`src/rtl/tick_timer_pkg.sv`:
```
package tick_timer_pkg;
  localparam int DATA_W   = 32;
  localparam int CNT_W    = 24;
  localparam int ADDR_W   = 4;
  localparam int WORD_LSB = 2;

  localparam int BIT_EN   = 0;
  localparam int BIT_IE   = 1;
  localparam int BIT_SRC  = 2;
  localparam int BIT_FLAG = 16;

  typedef enum logic [1:0] {
    SEL_CTRL   = 2'd0,
    SEL_RELOAD = 2'd1,
    SEL_COUNT  = 2'd2,
    SEL_NONE   = 2'd3
  } reg_sel_e;

  typedef struct packed {
    logic src;
    logic ie;
    logic en;
  } ctrl_t;
endpackage

```
`src/rtl/tick_source.sv`:
```
module tick_source (
  input  logic en,
  input  logic src_core,
  input  logic ref_tick_en,
  output logic tick
);
  always_comb begin
    tick = en & (src_core | ref_tick_en);
  end
endmodule

```
`src/rtl/tick_counter.sv`:
```
module tick_counter #(
  parameter int CNT_W = 24
) (
  input  logic             clk,
  input  logic             rst,
  input  logic             tick,
  input  logic             clr,
  input  logic [CNT_W-1:0] reload,
  output logic [CNT_W-1:0] cnt,
  output logic             wrap
);
  localparam logic [CNT_W-1:0] ZERO = '0;
  localparam logic [CNT_W-1:0] ONE  = {{(CNT_W-1){1'b0}}, 1'b1};

  logic hit_zero;
  logic at_zero;

  assign at_zero = (cnt == ZERO);
  assign wrap    = tick & ~clr & at_zero & (reload != ZERO) & hit_zero;

  always_ff @(posedge clk) begin
    if (rst) begin
      cnt      <= ZERO;
      hit_zero <= 1'b0;
    end else if (clr) begin
      cnt      <= ZERO;
      hit_zero <= 1'b0;
    end else if (tick) begin
      if (at_zero) begin
        if (reload != ZERO) begin
          cnt      <= reload;
          hit_zero <= 1'b0;
        end
      end else begin
        cnt      <= cnt - ONE;
        hit_zero <= (cnt == ONE);
      end
    end
  end

  AST_DECREMENT: assert property (@(posedge clk) disable iff (rst)
    (tick && !clr && !at_zero) |=> (cnt == $past(cnt) - ONE));

  AST_CLEAR_ZERO: assert property (@(posedge clk) disable iff (rst)
    clr |=> (cnt == ZERO));

  AST_FREEZE: assert property (@(posedge clk) disable iff (rst)
    (!tick && !clr) |=> $stable(cnt));

  AST_ZERO_RELOAD: assert property (@(posedge clk) disable iff (rst)
    (at_zero && reload == ZERO) |=> (cnt == ZERO));
endmodule

```
`src/rtl/tick_regs.sv`:
```
module tick_regs
  import tick_timer_pkg::*;
#(
  parameter int DW = 32,
  parameter int AW = 4,
  parameter int CW = 24
) (
  input  logic          clk,
  input  logic          rst,
  input  logic          sel,
  input  logic          wr,
  input  logic [AW-1:0] addr,
  input  logic [DW-1:0] wdata,
  output logic [DW-1:0] rdata,
  input  logic [CW-1:0] cnt,
  input  logic          wrap,
  output ctrl_t         ctrl,
  output logic [CW-1:0] reload,
  output logic          clr
);
  localparam int PAD_W = DW - CW;

  reg_sel_e  which;
  logic      do_wr;
  logic      do_rd;
  logic      flag;
  logic [DW-1:0] ctrl_word;
  logic      unused_bits;

  assign which       = reg_sel_e'(addr[WORD_LSB +: 2]);
  assign do_wr       = sel & wr;
  assign do_rd       = sel & ~wr;
  assign clr         = do_wr && (which == SEL_COUNT);
  assign unused_bits = ^{wdata[DW-1:BIT_SRC+1], addr[WORD_LSB-1:0]};

  always_comb begin
    ctrl_word           = '0;
    ctrl_word[BIT_EN]   = ctrl.en;
    ctrl_word[BIT_IE]   = ctrl.ie;
    ctrl_word[BIT_SRC]  = ctrl.src;
    ctrl_word[BIT_FLAG] = flag;
  end

  always_ff @(posedge clk) begin
    if (rst) begin
      ctrl   <= '0;
      reload <= '0;
    end else if (do_wr) begin
      case (which)
        SEL_CTRL: begin
          ctrl.en  <= wdata[BIT_EN];
          ctrl.ie  <= wdata[BIT_IE];
          ctrl.src <= wdata[BIT_SRC];
        end
        SEL_RELOAD: reload <= wdata[CW-1:0];
        default: ;
      endcase
    end
  end

  always_ff @(posedge clk) begin
    if (rst) begin
      flag <= 1'b0;
    end else if (wrap) begin
      flag <= 1'b1;
    end else if (clr || (do_rd && which == SEL_CTRL)) begin
      flag <= 1'b0;
    end
  end

  always_ff @(posedge clk) begin
    if (rst) begin
      rdata <= '0;
    end else if (do_rd) begin
      case (which)
        SEL_CTRL:   rdata <= ctrl_word;
        SEL_RELOAD: rdata <= {{PAD_W{1'b0}}, reload};
        SEL_COUNT:  rdata <= {{PAD_W{1'b0}}, cnt};
        default:    rdata <= '0;
      endcase
    end else begin
      rdata <= '0;
    end
  end

  AST_WRAP_SETS_FLAG: assert property (@(posedge clk) disable iff (rst)
    wrap |=> flag);

  AST_CLR_DROPS_FLAG: assert property (@(posedge clk) disable iff (rst)
    (clr && !wrap) |=> !flag);
endmodule

```
`src/rtl/tick_timer.sv`:
```
module tick_timer
  import tick_timer_pkg::*;
#(
  parameter int DW = DATA_W,
  parameter int AW = ADDR_W,
  parameter int CW = CNT_W
) (
  input  logic          clk,
  input  logic          rst,
  input  logic          bus_sel,
  input  logic          bus_wr,
  input  logic [AW-1:0] bus_addr,
  input  logic [DW-1:0] bus_wdata,
  output logic [DW-1:0] bus_rdata,
  input  logic          ref_tick_en,
  output logic          irq_pulse
);
  ctrl_t         ctrl;
  logic [CW-1:0] reload;
  logic [CW-1:0] cnt;
  logic          clr;
  logic          tick;
  logic          wrap;

  tick_regs #(.DW(DW), .AW(AW), .CW(CW)) u_regs (
    .clk(clk), .rst(rst), .sel(bus_sel), .wr(bus_wr), .addr(bus_addr),
    .wdata(bus_wdata), .rdata(bus_rdata), .cnt(cnt), .wrap(wrap),
    .ctrl(ctrl), .reload(reload), .clr(clr)
  );

  tick_source u_src (
    .en(ctrl.en), .src_core(ctrl.src), .ref_tick_en(ref_tick_en), .tick(tick)
  );

  tick_counter #(.CNT_W(CW)) u_cnt (
    .clk(clk), .rst(rst), .tick(tick), .clr(clr), .reload(reload),
    .cnt(cnt), .wrap(wrap)
  );

  always_ff @(posedge clk) begin
    if (rst) irq_pulse <= 1'b0;
    else     irq_pulse <= wrap & ctrl.ie;
  end

  AST_IRQ_SINGLE: assert property (@(posedge clk) disable iff (rst)
    irq_pulse |=> !irq_pulse);

  AST_IRQ_GATED: assert property (@(posedge clk) disable iff (rst)
    irq_pulse |-> $past(ctrl.ie));

  AST_SRC_GATE: assert property (@(posedge clk) disable iff (rst)
    (ctrl.en && !ctrl.src && !ref_tick_en && !clr) |=> $stable(cnt));
endmodule

```
`config.mk`:
```
export PLATFORM = sky130hd
export DESIGN_NAME = tick_timer
export DESIGN_NICKNAME = d
export VERILOG_FILES = /design/src/rtl/tick_timer_pkg.sv /design/src/rtl/tick_source.sv /design/src/rtl/tick_counter.sv /design/src/rtl/tick_regs.sv /design/src/rtl/tick_timer.sv
export SDC_FILE = /design/constraint.sdc
export NUM_CORES = 1
export LEC_CHECK = 0
export BUFFER_PORTS_ARGS = -buffer_cell sky130_fd_sc_hd__buf_2
export CAP_MARGIN = 20
export CORE_ASPECT_RATIO = 0.9
export CORE_MARGIN = 2
export CORE_UTILIZATION = 55
export DETAILED_ROUTE_END_ITERATION = 10
export GPL_TIMING_DRIVEN = 0
export PLACE_DENSITY = 0.89
export SLEW_MARGIN = 20
export SYNTH_ARGS = -nofsm -noshare
export SYNTH_HDL_FRONTEND = slang
export SYNTH_SLANG_ARGS = --single-unit
```
`constraint.sdc`:
```
create_clock -name clk -period 3.8 [get_ports clk]
set_input_delay 1.14 -clock clk [delete_from_list [all_inputs] [get_ports clk]]
set_output_delay 1.14 -clock clk [all_outputs]
set_load 0.03 [all_outputs]
```
### Word-level counts from Yosys, hierarchy flattened

Index checks and enable logic that the tools add are counted.

* register bits: 86
* word-level logic and storage cells: 45

* add/sub/neg operators: 1
* equal/unequal tests: 4
* multiplexer cells: 7
* bitwise gates (word level): 12
* reductions and logical operators: 12

Operators by type and width (number)
* $pmux 24 s3: 1
* $mux 24: 2
* $eq 24x1->1 const B: 1
* $logic_not 24->1: 1
* $reduce_bool 24->1: 1
* $sub 24x1->24 const B: 1
* $and 1x1->1: 8
* $reduce_and 2->1: 3
* $mux 1: 4
* $reduce_or 2->1: 2
* $not 1->1: 3
* $eq 2x1->1 const B: 1
* $eq 2x2->1 const B: 1
* $logic_and 1x1->1: 2
* $logic_not 2->1: 1
* $ne 2x2->1 const B: 1
* $reduce_bool 2->1: 1
* $logic_or 1x1->1: 1
* $or 1x1->1: 1

### Depth between registers and ports, before layout

Gate-level depths: netlist (run 1).

* depth in word-level cells: 8
* mapped depth: 10

### Cells and area by module

Synthesis (run 1) repeated with hierarchy kept, for this count alone.

* cell total of the unflattened synthesis: 461
* area total of the unflattened synthesis: 3769.9 um2

By module, submodules not included
* tick_regs: instances 1, cells an instance 224, area an instance 1973.1 um2, sequential area each 1041.0 um2
* tick_counter: instances 1, cells an instance 234, area an instance 1760.4 um2, sequential area each 500.5 um2
* tick_timer: instances 1, cells an instance 2, area an instance 28.8 um2, sequential area each 20.0 um2
* tick_source: instances 1, cells an instance 1, area an instance 7.5 um2, sequential area each 0.0 um2

### Worst setup path after synthesis (run 1)

No wires, ideal clock.

* kind: in2reg
* from: input port bus_addr[3]
* to: register u_cnt.cnt[8]
* data arrival time: 2550 ps
* required time: 3724 ps
* path slack: 1174 ps
* cell stages on the path: 7
* path buffers: 3
* cells stage by stage: clkbuf_1 nor2b_1 clkbuf_1 a31oi_1 buf_2 nand2_1 o22ai_1

* word-level cells in the longest chain between the ends: 3

RTL lines
* start, declared: RTL line tick_timer.sv:12 `input logic [AW-1:0] bus_addr,`
* $eq 2x2->1: RTL line tick_regs.sv:33 `assign clr = do_wr && (which == SEL_COUNT);`
* $logic_and 1x1->1: RTL line tick_regs.sv:33
* $reduce_or 2->1 (no source line)
* end signal, assigned: RTL line tick_counter.sv:31 `cnt <= reload;`
* end signal, assigned: RTL line tick_counter.sv:35 `cnt <= cnt - ONE;`
* end, declared: RTL line tick_counter.sv:9 `output logic [CNT_W-1:0] cnt,`

Every way passes these cells.
A chain may end at the register's enable or synchronous reset.

### Worst setup path in the final report (run 1)

* from: input port bus_addr[3]
* to: register u_cnt.cnt[18]

Same word-level chain as after synthesis.

==> results of run 1 <==
## cell families after synthesis
group           share of synthesized area [%]
compound gates                           22.1
fa+ha+maj                                1.00
flops                                    41.8
buf+inv                                  5.89
xor+xnor                                0.234
mux                                      2.74
other cells                             0.100
simple gates                             26.1
## layer usage
metal  global-route usage (%)  part of all wire, %
met5                        0                    0
met4                     14.5                  3.1
met3                     6.62                  9.1
met2                     48.5                   45
met1                     38.0                   42
## worst max-delay path: stages
cell and delay (ns):
clkbuf_1 0.17, nor2b_1 0.18, clkbuf_1 0.22, a31oi_1 0.84, nand2_1 0.40, a21oi_1 0.26
a31o_1 0.13
## where the power goes
part | total, W | leakage [nW] | internal, W | switching [W]
logic | 0.000150 | 0.913 | 0.0000526 | 0.0000972
registers | 0.000832 | 0.629 | 0.000823 | 0.00000893
clock network | 0.000624 | 0.105 | 0.000326 | 0.000298
total | 0.00161 | 1.65 | 0.00120 | 0.000404
## worst max-delay path by stage
stage                 from       endpoint  slack [ns]  cells after the start
2_1_floorplan  bus_addr[3]   u_cnt.cnt[8]        1.17                      7
6_report       bus_addr[3]  u_cnt.cnt[18]        0.76                      7
3_5_place_dp   bus_addr[3]  u_cnt.cnt[23]        0.50                      7
5_1_grt        bus_addr[3]  u_cnt.cnt[18]        0.67                      7
4_1_cts        bus_addr[3]  u_cnt.cnt[18]        0.85                      7
3_3_place_gp   bus_addr[3]  u_cnt.cnt[18]        0.52                      7
## per-stage QoR
stage	hold WS (ns)	power (W)	worst slack [ns]	util (%)
floorplan	0.420	0.000948	1.17	-
global placement	0.441	0.000993	0.520	62.9
detailed placement	0.447	0.000997	0.501	62.9
CTS	0.458	0.00161	0.847	66.0
global route	0.478	0.00166	0.669	66.0
finish	0.460	0.00161	0.760	66.0
## registers in the layout, summed over array words and instances, names as in the netlist
signal          count
u_regs.rdata       24
u_cnt.hit_zero      1
u_regs.ctrl         3
u_regs.reload      24
irq_pulse           1
u_regs.flag         1
u_cnt.cnt          24
## final cells by class
cell class / count / share of cell area, %
plain buffers: 37 / 4.72
clock buffers: 14 / 4.43
clock inverters: 2 / 0.288
inverters: 4 / 0.345
multi-input cells: 347 / 45.6
flip-flops and latches: 78 / 35.9
well taps: 90 / 2.59
repair buffers: 53 / 6.10
## cell usage after synthesis, types with 2 or more instances
cell / n
o211ai_1: 4
nor4_4: 2
o21ai_1: 4
a31oi_1: 2
o31ai_1: 2
a31o_1: 4
nand3_1: 9
a31o_2: 2
nand4_1: 2
or3_1: 8
nand2_1: 80
o41ai_1: 2
buf_4: 10
mux2i_1: 8
and3_1: 4
buf_2: 5
mux2_2: 2
o21ai_0: 11
nor4_1: 9
a22oi_1: 20
nor2b_1: 4
clkbuf_1: 19
nand3b_1: 5
o21a_1: 3
inv_1: 4
and4_1: 2
o2bb2ai_1: 2
buf_6: 3
nor2_1: 45
ha_1: 3
nor4_2: 3
a21o_1: 6
a21oi_1: 56
dfxtp_1: 78
and2_1: 2
nor3_1: 12
==> summary.md, run 1 <==
| Metric | Value |
|---|---|
| Status | `finished clean` |
| Post-synthesis async set-or-reset flop share | `0%` |
| Skew final | `0.00720 ns` |
| Die width | `90.9 µm` |
| GRT Util Overall | `29.8%` |
| Clk buf depth | `2` |
| Non-Filler Instances | `between 600 and 700` |
| CTS tree | `yes` |
| Hpwl dp | `7650 µm` |
| Initial Util | `56.8%` |
| Clock Sinks | `78` |
| Most frequent cells in the layout | `80 x nand2_1, 78 x dfxtp_1, 58 x buf_2` |
| Post-route ant nets | `0` |
| Critical Path RT | `~4.1 ns` |
| Most area-consuming cells after synthesis | `dfxtp_1 42%, nand2_1 8.0%, a21oi_1 7.5%, nor2_1 4.5%, a22oi_1 4.0%` |
| 1st-iter DRT viols | `370` |
| Worst Hold End | `u_cnt.hit_zero` |
| Post-Syn Area | `between 3000 and 4000 µm²` |
| Largest area contributor in the netlist | `dfxtp_1` |
| Placed standard-cell area | `4140 µm²` |
| Post-Route WL | `10700 µm` |
| H-tree Lvls | `3` |
| Worst Hold Depth | `2` |
| Die area | `about 7500 µm²` |
| Post-CTS Setup Inserts | `0` |
| IO Count | `between 70 and 80` |
| First-pass GRT wire length | `about 17000 µm` |
| Commonest non-fill, non-tap cell in the layout | `nand2_1` |
| Buffers added on ports | `53` |
| Sequential share of the synthesized area | `around two fifths` |
| Mapped Cells | `459` |
| Layout cell share with drive strength beyond 1 | `about a fifth` |
| TritonCTS Buffers | `9` |
| Worst-Skew Late Latency | `between 0.3 and 0.4 ns` |
| RD Place Congestion | `0.959` |
| Transition time at the pin with the least slew margin | `1.04 ns` |
| CP arrival | `around 3.4 ns` |
| Placed Cells | `609` |
| Hold WC Path Type | `flop to flop` |
| RR Endpoint | `u_cnt.cnt[1]` |
| Setup_tns | `0 ns` |
| Die Y | `82.2 µm` |
| Crit path capture type | `flop` |
| Nets@finish | `574` |
| Yosys warning count | `0` |
| Final Hold Viols | `0` |
| Max Slew Vio Count | `0` |
| FF-to-FF setup slack | `1.43 ns` |
| Clk slew on worst S/H paths | `0.08 ns` |
| Pre-antenna DRT Iters | `5` |
| RSZ-0062 raised after global routing | `false` |
| MaxCap Viol Count | `0` |
| Area delta synth->final | `16.3%` |
| CTS Hold Bufs | `0` |
| Post-route design area | `4350 µm²` |
| Netlist cell types | `58` |
| Wire per inst | `17.1 µm` |
| Crit-path max FO | `10` |
| Final min period | `3.04 ns` |
| Root Buffer | `clkbuf_8` |
| Peak Freq | `0.329 GHz` |
| Count of flip-flops with a built-in enable after synthesis | `0` |
| #FFs+latches synth | `78` |
| WS Path Type | `primary input to flop` |
| Max_slew headroom | `between 30% and 40%` |
| Hold Startpoint | `u_cnt.hit_zero` |
| CTS resizes | `0` |
| Remaining routing DRC violations | `0` |
| Worst IR Drop VDD | `303 µV` |
| Main flop type after synthesis | `dfxtp_1` |
| Row count | `28` |
| Setup violations, final | `0` |
| GRT Residual Overflow | `0` |
| PD cells | `369 nW/µm²` |
| R2r worst-path depth | `9` |
| Vias in the first global route | `3459` |
| Static leakage | `1.65 nW` |
| Largest net degree at the start of global routing | `13` |
| CP startpoint kind | `primary input` |
| Crit share post-route | `about four fifths` |
| Vias per cell | `a little over 6` |
| Register area | `1560 µm²` |
| Multi-input gate area in the final layout | `1980 µm²` |
| Average size of a mapped cell | `8.15 µm²` |
| Total number of vias | `3779` |
| Critical R2R Launch | `u_cnt.cnt[0]` |
| Core ar. | `6590 µm²` |
| Antenna violations before repair | `0` |
| Diodes inserted | `0` |
| Fill cell count | `572` |
| Area share of the largest cell type after synthesis | `41.8%` |
Note: power is estimated with default switching activity, not from simulation.
==> run 2, diff against run 1 <==
CORE_UTILIZATION = 50   (was 55)
PLACE_DENSITY = 0.85   (was 0.89)
clock period = 2.5 ns   (was 3.8 ns; I/O delays follow)
==> run 2 against run 1 <==
Via count rose by 0.29%. Critical path depth decreased by 1. Total power rose by 63%. Routed wire length down 0.35%. Critical endpoint is now u_cnt.cnt[16]. Global-route usage decreased by 2.8 points.
==> summary.md, run 2 (same netlist as run 1, synthesis figures left out) <==
| Metric | Value |
|---|---|
| Final min period | `2.37 ns` |
| Diodes inserted | `0 (unchanged)` |
| Final core occ | `61.4% (-4.6 points)` |
| Nets@finish | `574 (unchanged)` |
| Final setup margin | `0.132 ns (-0.628 ns)` |
| Root Buffer | `clkbuf_8` |
| CTS tree | `yes` |
| 1st-iter DRT viols | `384 (+3.8%)` |
| Remaining routing DRC violations | `0 (unchanged)` |
| Status | `finished clean` |
| Vias per cell | `6.04 (-0.19%)` |
| Worst-Skew Late Latency | `0.36 ns (about the same)` |
| CTS Hold Bufs | `0 (unchanged)` |
| Antenna violations before repair | `0 (unchanged)` |
| Die area | `8190 µm² (+9.5%)` |
| RD Place Congestion | `0.923 (-3.8%)` |
| Max_slew headroom | `47.2% (+17 points)` |
| Post-Route WL | `10600 µm (-0.35%)` |
| Max incr delay on CP | `0.72 ns (-0.12 ns)` |
| Clk slew on worst S/H paths | `0.08 ns (about the same)` |
| Worst slack, placed | `-0.473 ns (-0.975 ns)` |
| Transition time at the pin with the least slew margin | `0.784 ns (-0.258 ns)` |
| Wire per inst | `17.0 µm (-0.82%)` |
| Largest net degree at the start of global routing | `13 (unchanged)` |
| Hold WC Path Type | `flop to flop` |
| Clk buf depth | `2 (unchanged)` |
| WS Path Type | `flop to flop` |
| Worst IR Drop VDD | `375 µV (+24%)` |
| Skew final | `0.00875 ns (+0.00155 ns)` |
| First-pass GRT wire length | `17000 µm (-1.7%)` |
| Crit-path max FO | `10 (unchanged)` |
| Final Hold Viols | `0 (unchanged)` |
| Buffers added on ports | `53 (unchanged)` |
| Hpwl dp | `7600 µm (-0.64%)` |
| Initial Util | `52.3% (-4.5 points)` |
| Crit share post-route | `around 95%` |
| GRT Util Overall | `27.0% (-2.8 points)` |
| GRT Residual Overflow | `0 (unchanged)` |
| Non-Filler Instances | `628 (+0.48%)` |
| Most frequent cells in the layout | `80 x nand2_1, 78 x dfxtp_1, 58 x buf_2` |
| Commonest non-fill, non-tap cell in the layout | `nand2_1` |
| PD cells | `596 nW/µm² (+62%)` |
| Area delta synth->final | `17.3%` |
| Fill cell count | `656 (+15%)` |
| CP startpoint kind | `flop` |
| Peak Freq | `between 0.4 and 0.5 GHz` |
| Post-CTS Setup Inserts | `0 (unchanged)` |
| Crit path capture type | `flop` |
| Most common cell on crit path | `nor3_1` |
| Row count | `29 (+3.6%)` |
| Max Slew Vio Count | `0 (unchanged)` |
| Static leakage | `1.66 nW (+0.61%)` |
| Setup violations, final | `0 (unchanged)` |
| Crit-path cells | `nor4_1 -> and3_1 -> a21o_1 -> buf_2 -> nor3_1 -> nor3_1` |
| Post-route ant nets | `0 (unchanged)` |
| Register area | `1560 µm² (unchanged)` |
| Critical Path RT | `2.75 ns (-1.35 ns)` |
| CP arrival | `2.62 ns (-0.73 ns)` |
| Setup_tns | `0 ns (unchanged)` |
| Core ar. | `7150 µm² (+8.5%)` |
| Clock Sinks | `78 (unchanged)` |
| Power, Total | `0.00262 W (+63%)` |
| Slowest-stage cell, CP | `nor4_1` |
| TritonCTS Buffers | `9 (unchanged)` |
| Pre-antenna DRT Iters | `5 (unchanged)` |
| Die width | `95.2 µm (+4.7%)` |
| Layout cell share with drive strength beyond 1 | `19.8% (-0.19 points)` |
| RSZ-0062 raised after global routing | `false` |
| Placed Cells | `612 (+0.49%)` |
| MaxCap Viol Count | `0 (unchanged)` |
| Total number of vias | `3790 (+0.29%)` |
| Vias in the first global route | `3359 (-2.9%)` |
| Largest registers | `u_cnt.cnt x24, u_regs.rdata x24, u_regs.reload x24` |
| Die Y | `86.0 µm (+4.6%)` |
| H-tree Lvls | `3 (unchanged)` |
| IO Count | `74 (unchanged)` |
| Multi-input gate area in the final layout | `1990 µm² (+0.50%)` |
-- run 2: worst paths after layout --
kind / slack, ns / depth (start not counted) / endpoint / from
worst min-delay path: 0.46 / 2 / irq_pulse / u_regs.ctrl[1]
worst min register to register: 0.46 / 2 / irq_pulse / u_regs.ctrl[1]
worst max-delay path: 0.13 / 6 / u_cnt.cnt[16] / u_regs.reload[4]
worst max register to register: 0.13 / 6 / u_cnt.cnt[16] / u_regs.reload[4]
-- run 2: area by class of cell --
type | instances | area share [%]
Buffer | 37 | 4.68
Tap cell | 93 | 2.65
Inverter | 4 | 0.342
Multi-Input combinational cell | 347 | 45.5
Clock buffer | 12 | 3.08
Clock inverter | 4 | 2.17
Timing Repair Buffer | 53 | 6.05
Sequential cell | 78 | 35.6
-- run 2: metal layers --
| layer | track usage [%] | vias up | wire length, µm | share of wire [%] |
|---|---|---|---|---|
| met5 | 0 | - | 0 | 0 |
| met4 | 9.22 | 0 | 195 | 1.8 |
| met3 | 6.68 | 29 | 1110 | 10 |
| met2 | 41.0 | 237 | 4860 | 46 |
| met1 | 37.3 | 1759 | 4490 | 42 |
| li1 | - | 1765 | - | - |
-- run 2: through the flow --
step / hold WS [ns] / instance area (µm²)
6_report: 0.457 / 4390
4_1_cts: 0.460 / 4380
3_5_place_dp: 0.448 / 4150
2_1_floorplan: 0.420 / 3770
3_3_place_gp: 0.440 / 4150
5_1_grt: 0.478 / 4390
-- run 2: worst max-delay path, delay by kind of cell, from the launching register on --
family	cells	cell delay (ns)
AO/OA/AOI/OAI	1	0.20
AND/OR/NAND/NOR	4	1.40
flip-flops	1	0.38
buffers and inverters	1	0.28
-- run 2: what timing repair did --
item,CTS,global route
gates resized for setup,1,1
setup endpoints to repair,5,2
gates cloned,0,0
-- run 2: power breakdown --
part           switching, W  leakage [nW]  internal [W]
Clock              0.000459         0.115      0.000663
Combinational      0.000150         0.913     0.0000805
Sequential        0.0000128         0.629       0.00125
==> run 3, diff against run 2 <==
CELL_PAD_IN_SITES_DETAIL_PLACEMENT = 0   (was not set)
CELL_PAD_IN_SITES_GLOBAL_PLACEMENT = 1   (was not set)
CORE_UTILIZATION = 40   (was 50)
PLACE_DENSITY = 0.88   (was 0.85)
TNS_END_PERCENT = 50   (was not set)
clock period = 2.7 ns   (was 2.5 ns; I/O delays follow)
==> run 3 against run 2 <==
First-iteration DRC count is 35% lower. Total power is 9.2% lower. Critical endpoint is now u_cnt.cnt[23]. Sequential power is 7% lower. Worst hold slack better by 0.0041 ns. Critical path type is now primary input to flop. Setup slack better by 0.15 ns. Highest routed layer unchanged. Register-to-register slack better by 0.23 ns. Sequential share of layout area is 0.21 points lower. Design area is 0.60% higher. Count of clock-buffer cells in the layout is 1 lower.
==> summary.md, run 3 (same netlist as run 1, synthesis figures left out) <==
| Metric | Value |
|---|---|
| CP arrival | `2.72 ns (+0.10 ns)` |
| IO Count | `74 (unchanged)` |
| Worst-Skew Late Latency | `0.36 ns (about the same)` |
| Sw Ratio | `25.0% (+1.3 points)` |
| Placed Cells | `641 (+4.7%)` |
| Diodes inserted | `0 (unchanged)` |
| Status | `finished clean` |
| RD Place Congestion | `0.977 (+5.9%)` |
| Clk slew on worst S/H paths | `0.08 ns (about the same)` |
| Worst IR Drop VDD | `384 µV (+2.3%)` |
| RSZ-0062 raised after global routing | `false` |
| CP startpoint kind | `primary input` |
| MaxCap Viol Count | `0 (unchanged)` |
| CTS tree | `yes` |
| Hold WC Path Type | `flop to flop` |
| Wire per inst | `16.7 µm (-1.4%)` |
| Clock Sinks | `78 (unchanged)` |
| H-tree Lvls | `3 (unchanged)` |
| Setup violations, final | `0 (unchanged)` |
| Die width | `106 µm (+11%)` |
| Hold_ws | `0.461 ns (+0.00406 ns)` |
| GRT Util Overall | `22.7% (-4.3 points)` |
| Remaining routing DRC violations | `0 (unchanged)` |
| Int Power | `0.00178 W (-11%)` |
| Area delta synth->final | `18.0%` |
| TritonCTS Buffers | `9 (unchanged)` |
| Root Buffer | `clkbuf_8` |
| Crit-path max FO | `10 (unchanged)` |
| Crit share post-route | `between 80% and 90%` |
| Max_slew headroom | `52.0% (+4.8 points)` |
| 1st-iter DRT viols | `248 (-35%)` |
| Crit path capture type | `flop` |
| Post-Route WL | `11000 µm (+3.1%)` |
| Clk network pwr share | `41.8% (-1.1 points)` |
| Row count | `33 (+14%)` |
| Peak Freq | `0.414 GHz` |
| Post-route design area | `4410 µm² (+0.60%)` |
| Commonest non-fill, non-tap cell in the layout | `nand2_1` |
| Setup_tns | `0 ns (unchanged)` |
| Die Y | `95.7 µm (+11%)` |
| Final core occ | `48.6% (-13 points)` |
| Combinational Power Share | `8.9% (about the same)` |
| Nets@finish | `574 (unchanged)` |
| Final min period | `2.41 ns` |
| Skew final | `0.00744 ns (-0.00131 ns)` |
| Non-Filler Instances | `657 (+4.6%)` |
| Transition time at the pin with the least slew margin | `0.713 ns (-0.0715 ns)` |
| Largest net degree at the start of global routing | `14 (+1)` |
| First-pass GRT wire length | `17800 µm (+5.0%)` |
| Post-route ant nets | `0 (unchanged)` |
| Max Slew Vio Count | `0 (unchanged)` |
| Pre-antenna DRT Iters | `4 (-1)` |
| Buffers added on ports | `53 (unchanged)` |
| Layout cell share with drive strength beyond 1 | `20.0% (+0.19 points)` |
| Clk buf depth | `2 (unchanged)` |
| Core ar. | `9080 µm² (+27%)` |
| FF-to-FF setup slack | `0.36 ns (+0.23 ns)` |
| Final Hold Viols | `0 (unchanged)` |
| WS Path Type | `primary input to flop` |
| Die area | `10100 µm² (+24%)` |
| Placed standard-cell area | `4180 µm² (+0.87%)` |
| Static leakage | `1.66 nW (about the same)` |
| Hpwl dp | `8010 µm (+5.3%)` |
| Initial Util | `41.2% (-11 points)` |
| PD cells | `538 nW/µm² (-9.8%)` |
| Total number of vias | `3662 (-3.4%)` |
| Most frequent cells in the layout | `80 x nand2_1, 78 x dfxtp_1, 58 x buf_2` |
| Flop pwr share | `49.3% (+1.0 points)` |
| Vias per cell | `5.57 (-7.6%)` |
| Critical Path RT | `3.01 ns (+0.26 ns)` |
| Antenna violations before repair | `0 (unchanged)` |
| Vias in the first global route | `3492 (+4.0%)` |
| Switching Power | `0.000595 W (-4.4%)` |
| Largest registers | `u_cnt.cnt x24, u_regs.rdata x24, u_regs.reload x24` |
| GRT Residual Overflow | `0 (unchanged)` |
==> run 3: path summary, 6_finish.rpt <==
kind / start / to / depth (start not counted)
max: bus_addr[3] / u_cnt.cnt[23] / 7
min reg2reg: u_regs.ctrl[1] / irq_pulse / 2
max reg2reg: u_cnt.cnt[0] / u_cnt.cnt[1] / 9
min: u_regs.ctrl[1] / irq_pulse / 2
==> run 3: power by group through the flow <==
stage	logic, W	clock network [W]	registers (W)
floorplan	0.000141	0	0.00119
global placement	0.000205	0	0.00120
detailed placement	0.000208	0	0.00120
CTS	0.000210	0.00101	0.00117
global route	0.000230	0.00105	0.00117
finish	0.000212	0.000993	0.00117
==> run 3: worst max-delay path: stages <==
cell	delay, ns
clkbuf_1	0.17
nor2b_1	0.17
clkbuf_1	0.23
a31oi_2	0.63
nand2_1	0.37
a21oi_1	0.22
a31o_1	0.11
==> run 3: stage by stage <==
stage,power [W],setup WS [ns]
after floorplan,0.00133,0.404
after global placement,0.00140,-0.347
after detailed placement,0.00141,-0.406
after CTS,0.00239,0.316
after global routing,0.00246,0.179
final,0.00238,0.286
==> run 3: layout make-up <==
class | instances | area [µm²]
multi-input combinational | 347 | 1990
inverter | 4 | 15.0
timing repair buffer | 53 | 265
clock inverter | 5 | 82.6
tap | 122 | 153
clock buffer | 11 | 141
fill | 950 | 4670
sequential | 78 | 1560
buffer | 37 | 205
==> run 3: timing repair <==
action | in CTS | in global routing
setup endpoints to repair | 4 | 0
resized for setup | 1 | 0
setup buffers | 0 | 0
hold buffers | 0 | 0
==> run 3: metal layers <==
metal	part of all wire [%]	GRT usage (%)
met1	47	31.3
met2	44	35.1
met3	6.5	4.54
met4	2.4	8.99
met5	0	0
